[config.mk]
export PLATFORM = sky130hd
export DESIGN_NAME = pic8_ctrl
export DESIGN_NICKNAME = d
export VERILOG_FILES = /design/src/rtl/pic_pkg.sv /design/src/rtl/pic_prio.sv /design/src/rtl/pic_edge.sv /design/src/rtl/pic8_ctrl.sv
export SDC_FILE = /design/constraint.sdc
export NUM_CORES = 1
export LEC_CHECK = 0
export ABC_AREA = 1
export BUFFER_PORTS_ARGS = -buffer_cell sky130_fd_sc_hd__buf_2
export CAP_MARGIN = 20
export CORE_UTILIZATION = 61
export CTS_CLUSTER_SIZE = 24
export DETAILED_ROUTE_END_ITERATION = 10
export PLACE_DENSITY = 0.84
export SKIP_CTS_REPAIR_TIMING = 1
export SLEW_MARGIN = 25
export SYNTH_ARGS = -nofsm -noshare
export SYNTH_HDL_FRONTEND = slang
export SYNTH_SLANG_ARGS = --single-unit
[constraint.sdc]
create_clock -name clk -period 3.6 [get_ports clk]
set_clock_uncertainty 0.15 [all_clocks]
set_input_delay 0.72 -clock clk [delete_from_list [all_inputs] [get_ports clk]]
set_output_delay 0.72 -clock clk [all_outputs]
set_load 0.01 [all_outputs]
[src/rtl/pic_pkg.sv]
package pic_pkg;
    parameter int PIC_N = 8;
    localparam int LVL_W = $clog2(PIC_N);

    typedef enum logic [2:0] {
        SEQ_IDLE, SEQ_VEC, SEQ_CAS, SEQ_MODE, SEQ_RUN
    } pic_seq_e;

    typedef struct packed {
        logic [PIC_N-1:0] mask;
        logic [PIC_N-1:0] isr;
        logic [PIC_N-1:0] irr;
        pic_seq_e         seq;
        logic             want_cas;
        logic             want_mode;
        logic             show_isr;
        logic             poll_armed;
    } pic_state_t;

    localparam logic [2:0] CMD_EOI_NS = 3'b001;
endpackage

[src/rtl/pic_prio.sv]
module pic_prio #(
    parameter int N = 8,
    localparam int W = $clog2(N)
) (
    input  logic [N-1:0] vec,
    output logic         hit,
    output logic [W-1:0] idx
);
    always_comb begin
        hit = 1'b0;
        idx = '0;
        for (int i = N - 1; i >= 0; i--) begin
            if (vec[i]) begin
                hit = 1'b1;
                idx = i[W-1:0];
            end
        end
    end
endmodule

[src/rtl/pic_edge.sv]
module pic_edge #(
    parameter int N = 8
) (
    input  logic         clk,
    input  logic         rst_n,
    input  logic [N-1:0] lines,
    output logic [N-1:0] rise
);
    logic [N-1:0] prev_d, prev_q;

    always_comb prev_d = lines;

    always_ff @(posedge clk or negedge rst_n) begin
        if (!rst_n) prev_q <= '0;
        else        prev_q <= prev_d;
    end

    for (genvar g = 0; g < N; g++) begin : g_bit
        assign rise[g] = lines[g] & ~prev_q[g];
    end
endmodule

[src/rtl/pic8_ctrl.sv]
module pic8_ctrl
    import pic_pkg::*;
(
    input  logic             clk,
    input  logic             rst_n,
    input  logic             sel_odd,
    input  logic             wr_en,
    input  logic             rd_en,
    input  logic [PIC_N-1:0] wr_data,
    output logic [PIC_N-1:0] rd_data,
    input  logic [PIC_N-1:0] irq_in,
    output logic             cpu_int
);
    pic_state_t       st_d, st_q;
    logic [PIC_N-1:0] rise;
    logic             req_hit, isr_hit, grant;
    logic [LVL_W-1:0] req_idx, isr_idx;
    logic             start_wr, poll_rd;
    logic [PIC_N-1:0] poll_word;

    pic_edge #(.N(PIC_N)) u_edge (
        .clk(clk), .rst_n(rst_n), .lines(irq_in), .rise(rise)
    );

    pic_prio #(.N(PIC_N)) u_req_prio (
        .vec(st_q.irr & ~st_q.mask), .hit(req_hit), .idx(req_idx)
    );

    pic_prio #(.N(PIC_N)) u_isr_prio (
        .vec(st_q.isr), .hit(isr_hit), .idx(isr_idx)
    );

    assign grant    = req_hit && (!isr_hit || (req_idx < isr_idx));
    assign start_wr = wr_en && !sel_odd && wr_data[4];
    assign poll_rd  = rd_en && !sel_odd && st_q.poll_armed;

    always_comb begin
        if (grant) poll_word = {1'b1, {(PIC_N-1-LVL_W){1'b0}}, req_idx};
        else       poll_word = {{(PIC_N-LVL_W){1'b0}}, {LVL_W{1'b1}}};
    end

    always_comb begin
        if (sel_odd)              rd_data = st_q.mask;
        else if (st_q.poll_armed) rd_data = poll_word;
        else if (st_q.show_isr)   rd_data = st_q.isr;
        else                      rd_data = st_q.irr;
    end

    assign cpu_int = (st_q.seq == SEQ_RUN) && grant;

    always_comb begin
        st_d     = st_q;
        st_d.irr = st_q.irr | rise;
        if (poll_rd) begin
            st_d.poll_armed = 1'b0;
            if (grant) begin
                st_d.isr[req_idx] = 1'b1;
                st_d.irr[req_idx] = 1'b0;
            end
        end
        if (wr_en && !sel_odd) begin
            if (wr_data[4]) begin
                st_d.mask       = '0;
                st_d.isr        = '0;
                st_d.irr        = '0;
                st_d.show_isr   = 1'b0;
                st_d.poll_armed = 1'b0;
                st_d.want_cas   = !wr_data[1];
                st_d.want_mode  = wr_data[0];
                st_d.seq        = SEQ_VEC;
            end else if (wr_data[3]) begin
                if (wr_data[2]) st_d.poll_armed = 1'b1;
                if (wr_data[1]) st_d.show_isr   = wr_data[0];
            end else if (wr_data[7:5] == CMD_EOI_NS && isr_hit) begin
                st_d.isr[isr_idx] = 1'b0;
            end
        end
        if (wr_en && sel_odd) begin
            case (st_q.seq)
                SEQ_VEC:  st_d.seq = st_q.want_cas ? SEQ_CAS :
                                     (st_q.want_mode ? SEQ_MODE : SEQ_RUN);
                SEQ_CAS:  st_d.seq = st_q.want_mode ? SEQ_MODE : SEQ_RUN;
                SEQ_MODE: st_d.seq = SEQ_RUN;
                SEQ_RUN:  st_d.mask = wr_data;
                default:  st_d.seq = st_q.seq;
            endcase
        end
    end

    always_ff @(posedge clk or negedge rst_n) begin
        if (!rst_n) begin
            st_q            <= '0;
            st_q.mask       <= '1;
            st_q.seq        <= SEQ_IDLE;
        end else begin
            st_q <= st_d;
        end
    end

    // no request reaches the processor before configuration ends
    a_r2_quiet_in_setup: assert property (@(posedge clk) disable iff (!rst_n)
        (st_q.seq != SEQ_RUN) |-> !cpu_int);

    // mask only moves on a run-time odd write or a sequence start
    a_r3_mask_hold: assert property (@(posedge clk) disable iff (!rst_n)
        (!(wr_en && sel_odd && st_q.seq == SEQ_RUN) && !start_wr) |=> $stable(st_q.mask));

    // every detected edge lands in the request register
    a_r4_edge_latched: assert property (@(posedge clk) disable iff (!rst_n)
        (!start_wr && !poll_rd && rise != '0) |=> ((st_q.irr & $past(rise)) == $past(rise)));

    // a granted poll read puts the reported level in service
    a_r6_poll_marks: assert property (@(posedge clk) disable iff (!rst_n)
        (poll_rd && grant && !wr_en) |=> st_q.isr[$past(req_idx)] && !st_q.poll_armed);

    // an empty poll reports level 7 without the present flag
    a_r7_empty_poll: assert property (@(posedge clk) disable iff (!rst_n)
        (poll_rd && !grant) |-> (rd_data == 8'h07));

    // a non-specific end-of-interrupt retires exactly one level
    a_r9_eoi_one: assert property (@(posedge clk) disable iff (!rst_n)
        (wr_en && !sel_odd && wr_data == 8'h20 && st_q.isr != '0 && !rd_en)
        |=> ($countones(st_q.isr) + 1 == $countones($past(st_q.isr))));
endmodule

==> key figures <==
Status
  • Status: complete, no violations

Timing
  • Tcrit/Tclk final: 0.940
  • Setup_tns: 0 ps
  • Post-route minimum period: 3380 ps
  • Rel. slew slack: 0.450
  • RSZ-0062 raised after global routing: false
  • Max Slew Vio Count: 0
  • Worst-margin pin slew: 824 ps
  • Peak Freq: 296 MHz
  • Setup violators final: 0
  • Final hold viol count: 0
  • Hold Slack: 312 ps

Global routing
  • Total Routing Usage GR: 0.287
  • First-pass GRT wire length: 7910 um
  • Met2 usage: 0.439
  • Vias in the first global route: 1814
  • Global route total overflow: 0
  • Grt met1 use: 0.387
  • Antenna violations before repair: 0
  • GR Util met3: 0.0849
  • Layer with the highest usage: met2
  • Largest net degree at the start of global routing: 40

Synth
  • Synth Register Bits: 39
  • Asr flop ratio synth: 1.00
  • Yosys warns: 0
  • EDFF count, synth: 0
  • Cell count after synthesis: 297
  • Cell variety after synth: 29
  • Syn Area/Cell: 7.37 um^2
  • Sequential fraction of the synthesis area: 0.450
  • Syn_nets: 320
  • Synth cell count leaders: inv_1, nand2_1, o21ai_0, dfrtp_1, nand3_1
  • Synth Flop Type: dfrtp_1
  • Synth top area share: 0.354
  • Synthesized area: 0.00219 mm^2
  • Cell taking the most area after synthesis: dfrtp_1
  • Synth top area cells: dfrtp_1, inv_1, nand2_1, dfstp_2, o21ai_0

Final layout
  • Share of layout cells above drive strength 1: 0.174
  • Ant. Diodes: 0
  • Area grow syn2layout: 12.2%
  • Post-layout nets: 350

Power and ir drop
  • Overall Power: 0.00129 W
  • Leak pwr: 1.27 nW
  • Worst IR drop on VDD: 0.310 mV
  • P per Cell Area: 524 mW/mm^2

Routing
  • DRT Pass-1 Iters: 4
  • Via count: 2092
  • Drt total wl: 4870 um
  • Via/cell ratio: 5.59
  • DRC Markers: 0
  • Wire length per cell: 13.0 um
  • Drt first-iter violations: 175
  • Routed Antenna Nets: 0

Critical path
  • Critical path launch point: st_q[29]
  • Top fanout value on the critical path: 6
  • Worst Setup EP: rd_data[0]
  • Worst EP arrival: 2510 ps
  • Reg2reg setup slack: 1160 ps
  • Reg2reg start: st_q[29]
  • Worst R2R Path Depth: 14
  • RR Endpoint: st_q[22]
  • Crit Path Class: register to output port
  • Setup crit end kind: output port
  • Startpoint types: register
  • Critical Path RT: 2730 ps

Placement
  • Port Buf Inserts: 29
  • Detailed-placement wirelength estimate: 3730 um
  • GP Congestion: 0.895

Clocking
  • H-tree depth: 2
  • Clock buffer depth: 2
  • Root Driver: clkbuf_4
  • CTS tree: built
  • CTS Buf Count: 5
  • Worst-Skew Late Latency: 340 ps
  • CTS sink count: 39
  • CTS clk-pin slew, worst paths: 110 ps

Floorplan
  • Die ar.: 0.00383 mm^2
  • Std cell rows: 21
  • Ports: 30
  • Core box area: 0.00339 mm^2
  • Initial cell density of the core: 0.646
  • Horiz. Die Dim: 61.9 um
  • Die H: 61.9 um

Hold path
  • Hold crit path type: input pin to async pin

Run
  • MaxCap Viol Count: 0
-- where the power goes --
group	internal [W]	switching (W)
logic	0.000170	0.000291
clock network	0.000115	0.000134
registers	0.000525	0.0000513
total	0.000810	0.000477
-- cell families after synthesis --
logic type | count (synthesis) | share of synthesized area
and+or+nand+nor | 125 | 0.258
buffers and inverters | 68 | 0.121
AOI/OAI and AO/OA | 63 | 0.159
DFF | 39 | 0.450
adders and majority gates | 2 | 0.0114
-- registers in the layout (all words and copies together), names as in the netlist --
register and flops:
st_q 31, u_edge.prev_q 8
-- worst max-delay path, cell delays in order (launching register included) --
cell	delay, ps
dfstp_2	550
inv_1	50
nand2_1	70
o21ai_0	110
nor2_1	210
nor3_2	90
ha_1	310
nand2_1	70
inv_1	40
nand2_1	50
nand2_1	70
nand2_4	100
nand2_2	90
nor2_1	130
o21ai_0	80
buf_2	150
-- worst min path at each step --
stage / startpoint / to / slack, ps / cells past startpoint
2_1_floorplan: rst_n / st_q[0] / 270 / 0
3_3_place_gp: st_q[29] / st_q[29] / 320 / 2
3_5_place_dp: st_q[24] / st_q[24] / 340 / 2
4_1_cts: irq_in[4] / u_edge.prev_q[4] / 330 / 1
5_1_grt: irq_in[3] / u_edge.prev_q[3] / 310 / 1
6_report: rst_n / u_edge.prev_q[7] / 310 / 1
-- final cells by class --
class,count,area (um^2)
Multi-Input combinational cell,190,955
Inverter,59,221
Sequential cell,39,986
Tap cell,46,57.6
Clock buffer,8,68.8
Timing Repair Buffer,32,168
Fill cell,285,933
-- layout by cell type, fill, tap and decap left out, types with 2 or more instances in the layout --
cell / n
ha_1: 2
a22oi_1: 2
nor2_1: 15
nand4_1: 13
o211ai_1: 4
dfrtp_1: 31
inv_1: 57
o21ai_1: 2
nand2_1: 56
clkbuf_4: 5
o22ai_1: 3
clkbuf_8: 2
nand3_1: 27
dfstp_2: 8
a21oi_1: 13
nor3_1: 4
buf_2: 29
nand2_2: 3
o21bai_1: 4
o21ai_0: 32
buf_4: 3
-- per-layer routing --
metal	wire length [um]	vias to the layer above	part of all wire
met1	2220	975	0.46
li1	-	1033	-
met4	88	0	0.018
met3	370	12	0.076
met5	0	-	0
met2	2190	72	0.45
-- stage by stage --
step	instances	setup slack (ps)	instance area, um^2	util
CTS	372	110	2420	0.715
detailed placement	364	511	2360	0.695
global route	374	10.6	2460	0.725
global placement	364	541	2360	0.695
floorplan	297	844	2190	-
finish	374	216	2460	0.725
(Power assumes the default switching activity.)
